### src/rtl/wbdir_pkg.sv
package wbdir_pkg;
  typedef enum logic [2:0] {
    LS_INV    = 3'd0,
    LS_WBBLK  = 3'd1,
    LS_WAITO  = 3'd2,
    LS_WAITE  = 3'd3,
    LS_OWNED  = 3'd4,
    LS_EXCL   = 3'd5
  } lineState_t;

  localparam logic [1:0] SZ_WBDATA = 2'd2;

  typedef struct packed {
    logic blockGo;
    logic wbGo;
    logic wbExcl;
    logic ackGo;
    logic ackExcl;
  } strobe_t;
endpackage

### src/rtl/wbdir_ctrl.sv
module wbdir_ctrl
  import wbdir_pkg::*;
#(
  parameter int NUM_LINES = 4,
  parameter int LINE_W = 2
) (
  input  logic                   clk,
  input  logic                   rstN,
  input  logic                   blkValid,
  input  logic [LINE_W-1:0]      blkLine,
  input  logic                   wbValid,
  input  logic [LINE_W-1:0]      wbLine,
  input  logic                   wbDirty,
  input  logic [1:0]             wbSize,
  input  logic                   wbExclusive,
  input  logic                   ackValid,
  input  logic [LINE_W-1:0]      ackLine,
  input  logic                   lkMiss,
  output strobe_t                strobe,
  output logic [NUM_LINES*3-1:0] lineStates,
  output logic [NUM_LINES-1:0]   busyVec,
  output logic                   errFlag
);
  lineState_t st [NUM_LINES];
  logic blkOk, wbOk, ackOk, errNow;

  function automatic logic isBusy(lineState_t s);
    return (s == LS_WBBLK) || (s == LS_WAITO) || (s == LS_WAITE);
  endfunction

  always_comb begin
    blkOk  = blkValid && !isBusy(st[blkLine]);
    wbOk   = wbValid && wbDirty && (wbSize == SZ_WBDATA) && (st[wbLine] == LS_WBBLK);
    ackOk  = ackValid && ((st[ackLine] == LS_WAITO) || (st[ackLine] == LS_WAITE));
    errNow = (blkValid && !blkOk) || (wbValid && !wbOk) || (ackValid && !ackOk) || lkMiss;
    strobe.blockGo = blkOk;
    strobe.wbGo    = wbOk;
    strobe.wbExcl  = wbExclusive;
    strobe.ackGo   = ackOk;
    strobe.ackExcl = (st[ackLine] == LS_WAITE);
  end

  always_ff @(posedge clk) begin
    if (!rstN) begin
      for (int i = 0; i < NUM_LINES; i++) st[i] <= LS_INV;
      errFlag <= 1'b0;
    end else begin
      for (int i = 0; i < NUM_LINES; i++) begin
        if (strobe.blockGo && blkLine == LINE_W'(i))
          st[i] <= LS_WBBLK;
        else if (strobe.wbGo && wbLine == LINE_W'(i))
          st[i] <= strobe.wbExcl ? LS_WAITE : LS_WAITO;
        else if (strobe.ackGo && ackLine == LINE_W'(i))
          st[i] <= (st[i] == LS_WAITE) ? LS_EXCL : LS_OWNED;
      end
      if (errNow) errFlag <= 1'b1;
    end
  end

  for (genvar g = 0; g < NUM_LINES; g++) begin : g_flat
    assign lineStates[g*3 +: 3] = st[g];
    assign busyVec[g]           = isBusy(st[g]);
  end
endmodule

### src/rtl/wbdir_dp.sv
module wbdir_dp
  import wbdir_pkg::*;
#(
  parameter int NUM_LINES = 4,
  parameter int NUM_NODES = 4,
  parameter int DATA_W = 32,
  parameter int LINE_W = 2,
  parameter int NODE_W = 2
) (
  input  logic                           clk,
  input  logic                           rstN,
  input  strobe_t                        strobe,
  input  logic [LINE_W-1:0]              blkLine,
  input  logic [NUM_NODES-1:0]           blkSharers,
  input  logic [LINE_W-1:0]              wbLine,
  input  logic [DATA_W-1:0]              wbData,
  input  logic [NODE_W-1:0]              wbSender,
  input  logic [LINE_W-1:0]              ackLine,
  input  logic [DATA_W-1:0]              ackData,
  input  logic                           lkValid,
  input  logic [LINE_W-1:0]              lkLine,
  output logic [NUM_LINES*NUM_NODES-1:0] sharerVec,
  output logic                           wbConsume,
  output logic                           memReqValid,
  output logic [LINE_W-1:0]              memReqLine,
  output logic [DATA_W-1:0]              memReqData,
  output logic                           ackConsume,
  output logic                           pfDealloc,
  output logic [LINE_W-1:0]              pfLine,
  output logic                           wakeValid,
  output logic [LINE_W-1:0]              wakeLine,
  output logic [DATA_W-1:0]              lkData,
  output logic                           lkFromTbe,
  output logic                           lkMiss
);
  logic [NUM_NODES-1:0] sharers [NUM_LINES];
  logic [DATA_W-1:0]    dirData [NUM_LINES];
  logic [DATA_W-1:0]    tbeData [NUM_LINES];
  logic [NUM_LINES-1:0] dirValid, tbeValid;

  always_ff @(posedge clk) begin
    if (!rstN) begin
      for (int i = 0; i < NUM_LINES; i++) begin
        sharers[i] <= '0;
        dirData[i] <= '0;
        tbeData[i] <= '0;
      end
      dirValid    <= '0;
      tbeValid    <= '0;
      wbConsume   <= 1'b0;
      memReqValid <= 1'b0;
      memReqLine  <= '0;
      memReqData  <= '0;
      ackConsume  <= 1'b0;
      pfDealloc   <= 1'b0;
      pfLine      <= '0;
      wakeValid   <= 1'b0;
      wakeLine    <= '0;
    end else begin
      for (int i = 0; i < NUM_LINES; i++) begin
        if (strobe.blockGo && blkLine == LINE_W'(i))
          sharers[i] <= blkSharers;
        if (strobe.wbGo && wbLine == LINE_W'(i)) begin
          sharers[i]  <= sharers[i] & ~(NUM_NODES'(1) << wbSender);
          dirValid[i] <= 1'b0;
          tbeValid[i] <= 1'b1;
          tbeData[i]  <= wbData;
        end
        if (strobe.ackGo && ackLine == LINE_W'(i)) begin
          dirData[i]  <= ackData;
          dirValid[i] <= 1'b1;
          tbeValid[i] <= 1'b0;
        end
      end
      wbConsume   <= strobe.wbGo;
      memReqValid <= strobe.wbGo;
      if (strobe.wbGo) begin
        memReqLine <= wbLine;
        memReqData <= wbData;
      end
      ackConsume <= strobe.ackGo;
      wakeValid  <= strobe.ackGo;
      pfDealloc  <= strobe.ackGo && strobe.ackExcl;
      if (strobe.ackGo) begin
        wakeLine <= ackLine;
        pfLine   <= ackLine;
      end
    end
  end

  always_comb begin
    lkFromTbe = !dirValid[lkLine] && tbeValid[lkLine];
    if (dirValid[lkLine])      lkData = dirData[lkLine];
    else if (tbeValid[lkLine]) lkData = tbeData[lkLine];
    else                       lkData = '0;
    lkMiss = lkValid && !dirValid[lkLine] && !tbeValid[lkLine];
  end

  for (genvar g = 0; g < NUM_LINES; g++) begin : g_shr
    assign sharerVec[g*NUM_NODES +: NUM_NODES] = sharers[g];
  end
endmodule

### src/rtl/wbdir_top.sv
module wbdir_top
  import wbdir_pkg::*;
#(
  parameter int NUM_LINES = 4,
  parameter int NUM_NODES = 4,
  parameter int DATA_W = 32,
  localparam int LINE_W = (NUM_LINES > 1) ? $clog2(NUM_LINES) : 1,
  localparam int NODE_W = (NUM_NODES > 1) ? $clog2(NUM_NODES) : 1
) (
  input  logic                           clk,
  input  logic                           rstN,
  input  logic                           blkValid,
  input  logic [LINE_W-1:0]              blkLine,
  input  logic [NUM_NODES-1:0]           blkSharers,
  input  logic                           wbValid,
  input  logic [LINE_W-1:0]              wbLine,
  input  logic [DATA_W-1:0]              wbData,
  input  logic                           wbDirty,
  input  logic [1:0]                     wbSize,
  input  logic                           wbExclusive,
  input  logic [NODE_W-1:0]              wbSender,
  input  logic                           ackValid,
  input  logic [LINE_W-1:0]              ackLine,
  input  logic [DATA_W-1:0]              ackData,
  input  logic                           lkValid,
  input  logic [LINE_W-1:0]              lkLine,
  output logic [NUM_LINES*3-1:0]         lineStates,
  output logic [NUM_LINES-1:0]           busyVec,
  output logic [NUM_LINES*NUM_NODES-1:0] sharerVec,
  output logic                           wbConsume,
  output logic                           memReqValid,
  output logic [LINE_W-1:0]              memReqLine,
  output logic [DATA_W-1:0]              memReqData,
  output logic                           ackConsume,
  output logic                           pfDealloc,
  output logic [LINE_W-1:0]              pfLine,
  output logic                           wakeValid,
  output logic [LINE_W-1:0]              wakeLine,
  output logic [DATA_W-1:0]              lkData,
  output logic                           lkFromTbe,
  output logic                           errFlag
);
  strobe_t strobe;
  logic    lkMiss;

  wbdir_ctrl #(.NUM_LINES(NUM_LINES), .LINE_W(LINE_W)) u_ctrl (
    .clk(clk), .rstN(rstN),
    .blkValid(blkValid), .blkLine(blkLine),
    .wbValid(wbValid), .wbLine(wbLine), .wbDirty(wbDirty), .wbSize(wbSize),
    .wbExclusive(wbExclusive),
    .ackValid(ackValid), .ackLine(ackLine),
    .lkMiss(lkMiss),
    .strobe(strobe), .lineStates(lineStates), .busyVec(busyVec), .errFlag(errFlag)
  );

  wbdir_dp #(.NUM_LINES(NUM_LINES), .NUM_NODES(NUM_NODES), .DATA_W(DATA_W),
             .LINE_W(LINE_W), .NODE_W(NODE_W)) u_dp (
    .clk(clk), .rstN(rstN), .strobe(strobe),
    .blkLine(blkLine), .blkSharers(blkSharers),
    .wbLine(wbLine), .wbData(wbData), .wbSender(wbSender),
    .ackLine(ackLine), .ackData(ackData),
    .lkValid(lkValid), .lkLine(lkLine),
    .sharerVec(sharerVec), .wbConsume(wbConsume),
    .memReqValid(memReqValid), .memReqLine(memReqLine), .memReqData(memReqData),
    .ackConsume(ackConsume), .pfDealloc(pfDealloc), .pfLine(pfLine),
    .wakeValid(wakeValid), .wakeLine(wakeLine),
    .lkData(lkData), .lkFromTbe(lkFromTbe), .lkMiss(lkMiss)
  );
endmodule

### config.mk
export PLATFORM = sky130hd
export DESIGN_NAME = wbdir_top
export DESIGN_NICKNAME = d
export VERILOG_FILES = /design/src/rtl/wbdir_pkg.sv /design/src/rtl/wbdir_ctrl.sv /design/src/rtl/wbdir_dp.sv /design/src/rtl/wbdir_top.sv
export SDC_FILE = /design/constraint.sdc
export NUM_CORES = 1
export LEC_CHECK = 0
export BUFFER_PORTS_ARGS = -buffer_cell sky130_fd_sc_hd__buf_2
export CORE_ASPECT_RATIO = 0.75
export CORE_MARGIN = 8
export CORE_UTILIZATION = 43
export CTS_BUF_LIST = sky130_fd_sc_hd__clkbuf_4 sky130_fd_sc_hd__clkbuf_8 sky130_fd_sc_hd__clkbuf_16
export CTS_CLUSTER_SIZE = 10
export DETAILED_ROUTE_END_ITERATION = 7
export PLACE_DENSITY = 0.63
export SYNTH_ARGS = -nofsm -noshare
export SYNTH_HDL_FRONTEND = slang
export SYNTH_HIERARCHICAL = 1
export SYNTH_SLANG_ARGS = --single-unit
### constraint.sdc
create_clock -name clk -period 6.01 [get_ports clk]
set_input_delay 0.601 -clock clk [delete_from_list [all_inputs] [get_ports clk]]
set_output_delay 0.601 -clock clk [all_outputs]
set_load 0.05 [all_outputs]
==> impl_metrics.json <==
{
  "first_global_vias": 8992,
  "route.final.wire_length_um": 39000,
  "avgViaCountPerCell": 5.30,
  "crit_arrival_ns": 3.48,
  "rows": 59,
  "syn_inst": 1008,
  "instances_no_fill": 1680,
  "powerDensity_nw_per_um2": 300,
  "drc_errors": 0,
  "syn_avg_cell_area_um2": 14.8,
  "start_util_pct": 43.3,
  "dp.cells": 1608,
  "swShare_pct": 22.6,
  "ir_drop_v": 0.000151,
  "cts_buffers": 39,
  "fin_crit_sh_pct": 67.8,
  "crit_path_max_fanout": 43,
  "clock_latency_ns": 0.53,
  "final_area_um2": 17500,
  "syn_area_um2": 14900,
  "syn_to_final_growth_pct": 17.4,
  "syn_nets": 1096,
  "grt_antenna_before_repair": 2,
  "coreArea_um2": 34400,
  "fin_tns_setup_ns": 0,
  "preCtsSetupSlack_ns": 1.93,
  "min_period_ns": 4.08,
  "startpoint": "lkLine[0]",
  "track_usage_pct": 18.8,
  "grt.overflow.total": 0,
  "ant_nets": 0,
  "drv_slew": 0,
  "maxCapViolations": 0,
  "grt_setup_unrepaired": "no",
  "drt_iter0_drc": 764,
  "start_kind": "primary input",
  "first_pass_iters": 5,
  "cp-endpoint": "lkData[21]",
  "cts_root_buf": "clkbuf_16",
  "tightest_slew_ns": 1.02,
  "cts_sinks": 332,
  "hpwl_um": 25700,
  "postCtsHoldBufs": 0,
  "routedWlPerCell_um": 23.2,
  "switching_power_mw": 1.19,
  "slew_headroom_pct": 31.8,
  "min_path_type": "primary input to flip-flop",
  "p_leak_nw": 6.79,
  "status": "complete, no violations",
  "worstReg2RegEnd": "u_dp/tbeData[0][31]$_SDFFCE_PN0P_",
  "utilization_pct": 50.9,
  "vias": 8910,
  "max_freq_mhz": 245,
  "clkTransAtPathRegs_ns": 0.06,
  "reg2reg_depth": 8,
  "die-area_um2": 40900,
  "cts_resized": 0,
  "crit_path_end_kind": "primary output",
  "layout_setup_ws_ns": 1.93,
  "final_cell_mix": "edfxtp_1 (284), and2_1 (261), buf_2 (195)",
  "dieHeight_um": 177,
  "io_pins": 197,
  "holdWs_ns": 0.361,
  "post-cts-setup-buffers": 0,
  "rrSetupSlack_ns": 2.52,
  "p_int_mw": 4.06,
  "layout_commonest_cell": "edfxtp_1",
  "hold_viol": 0,
  "skew_ns": 0.0178,
  "grt_pass1_wl_um": 58300,
  "crit_type": "primary input to primary output",
  "portBuffers": 196,
  "gp_congestion": 0.899,
  "drive_above_1_share_pct": 30.9,
  "fin_nets": 1280,
  "grt_max_degree": 66,
  "die_w_um": 231,
  "hold_depth": 3,
  "yosysWarnings": 6,
  "timing.rr.start": "u_ctrl/st[1][1]$_SDFFCE_PP0P_",
  "dpl_cell_area_um2": 16300,
  "report.final.setup_viol": 0,
  "clkPwrFrac_pct": 42.7,
  "critical_path_required_ns": 5.41,
  "clock_path_buffers": 3,
  "h-tree-depth": 2,
  "p_comb_share_pct": 7.6,
  "cts_tree": "done",
  "seqPwrFrac_pct": 49.7,
  "power_mw": 5.25
}
[critical path: stages]
cell and delay [ns]:
buf_4 0.63, mux4_2 0.94, nor2b_4 0.73, a22o_1 0.24
buf_2 0.27
[power by group through the flow]
stage	Combinational, mW	Clock [mW]	Sequential (mW)
global placement	0.402	0	2.66
floorplan	0.195	0	2.70
global route	0.422	2.39	2.62
detailed placement	0.403	0	2.66
CTS	0.403	2.30	2.61
finish	0.399	2.24	2.61
[routing by layer]
layer | track usage (%) | up-vias | part of all wire [%]
met2 | 30.7 | 251 | 48
met1 | 25.8 | 4474 | 44
met4 | 5.06 | 2 | 1.9
li1 | - | 4131 | -
met3 | 3.20 | 52 | 5.4
met5 | 0 | - | 0.033
[sequential cells by signal, indices dropped and copies added, names as in the netlist, 4 cells and up]
register         count
u_ctrl/st           12
u_dp/dirData       128
u_dp/dirValid        4
u_dp/memReqData     32
u_dp/sharers        16
u_dp/tbeData       128
u_dp/tbeValid        4
[how the worst min path moves through the flow]
stage	startpoint	endpoint	slack [ns]
after floorplan	u_dp/dirValid[0]$_SDFFE_PN0P_	u_dp/dirValid[0]$_SDFFE_PN0P_	0.42
after global placement	u_dp/tbeValid[3]$_SDFFE_PP0P_	u_dp/tbeValid[3]$_SDFFE_PP0P_	0.44
after detailed placement	u_dp/tbeValid[3]$_SDFFE_PP0P_	u_dp/tbeValid[3]$_SDFFE_PP0P_	0.44
after CTS	wbData[7]	u_dp/memReqData[7]$_SDFFE_PN0P_	0.34
after global routing	wbData[11]	u_dp/memReqData[11]$_SDFFE_PN0P_	0.36
final	wbData[7]	u_dp/memReqData[7]$_SDFFE_PN0P_	0.36
[area by class of cell]
type / instances / area, µm²
Antenna cell: 1 / 2.50
Clock buffer: 67 / 1190
Clock inverter: 4 / 31.3
Fill cell: 2967 / 16900
Inverter: 9 / 33.8
Multi-Input combinational cell: 597 / 5060
Sequential cell: 332 / 9490
Tap cell: 457 / 572
Timing Repair Buffer: 213 / 1110
No activity file was read; power rests on OpenSTA's default activity.
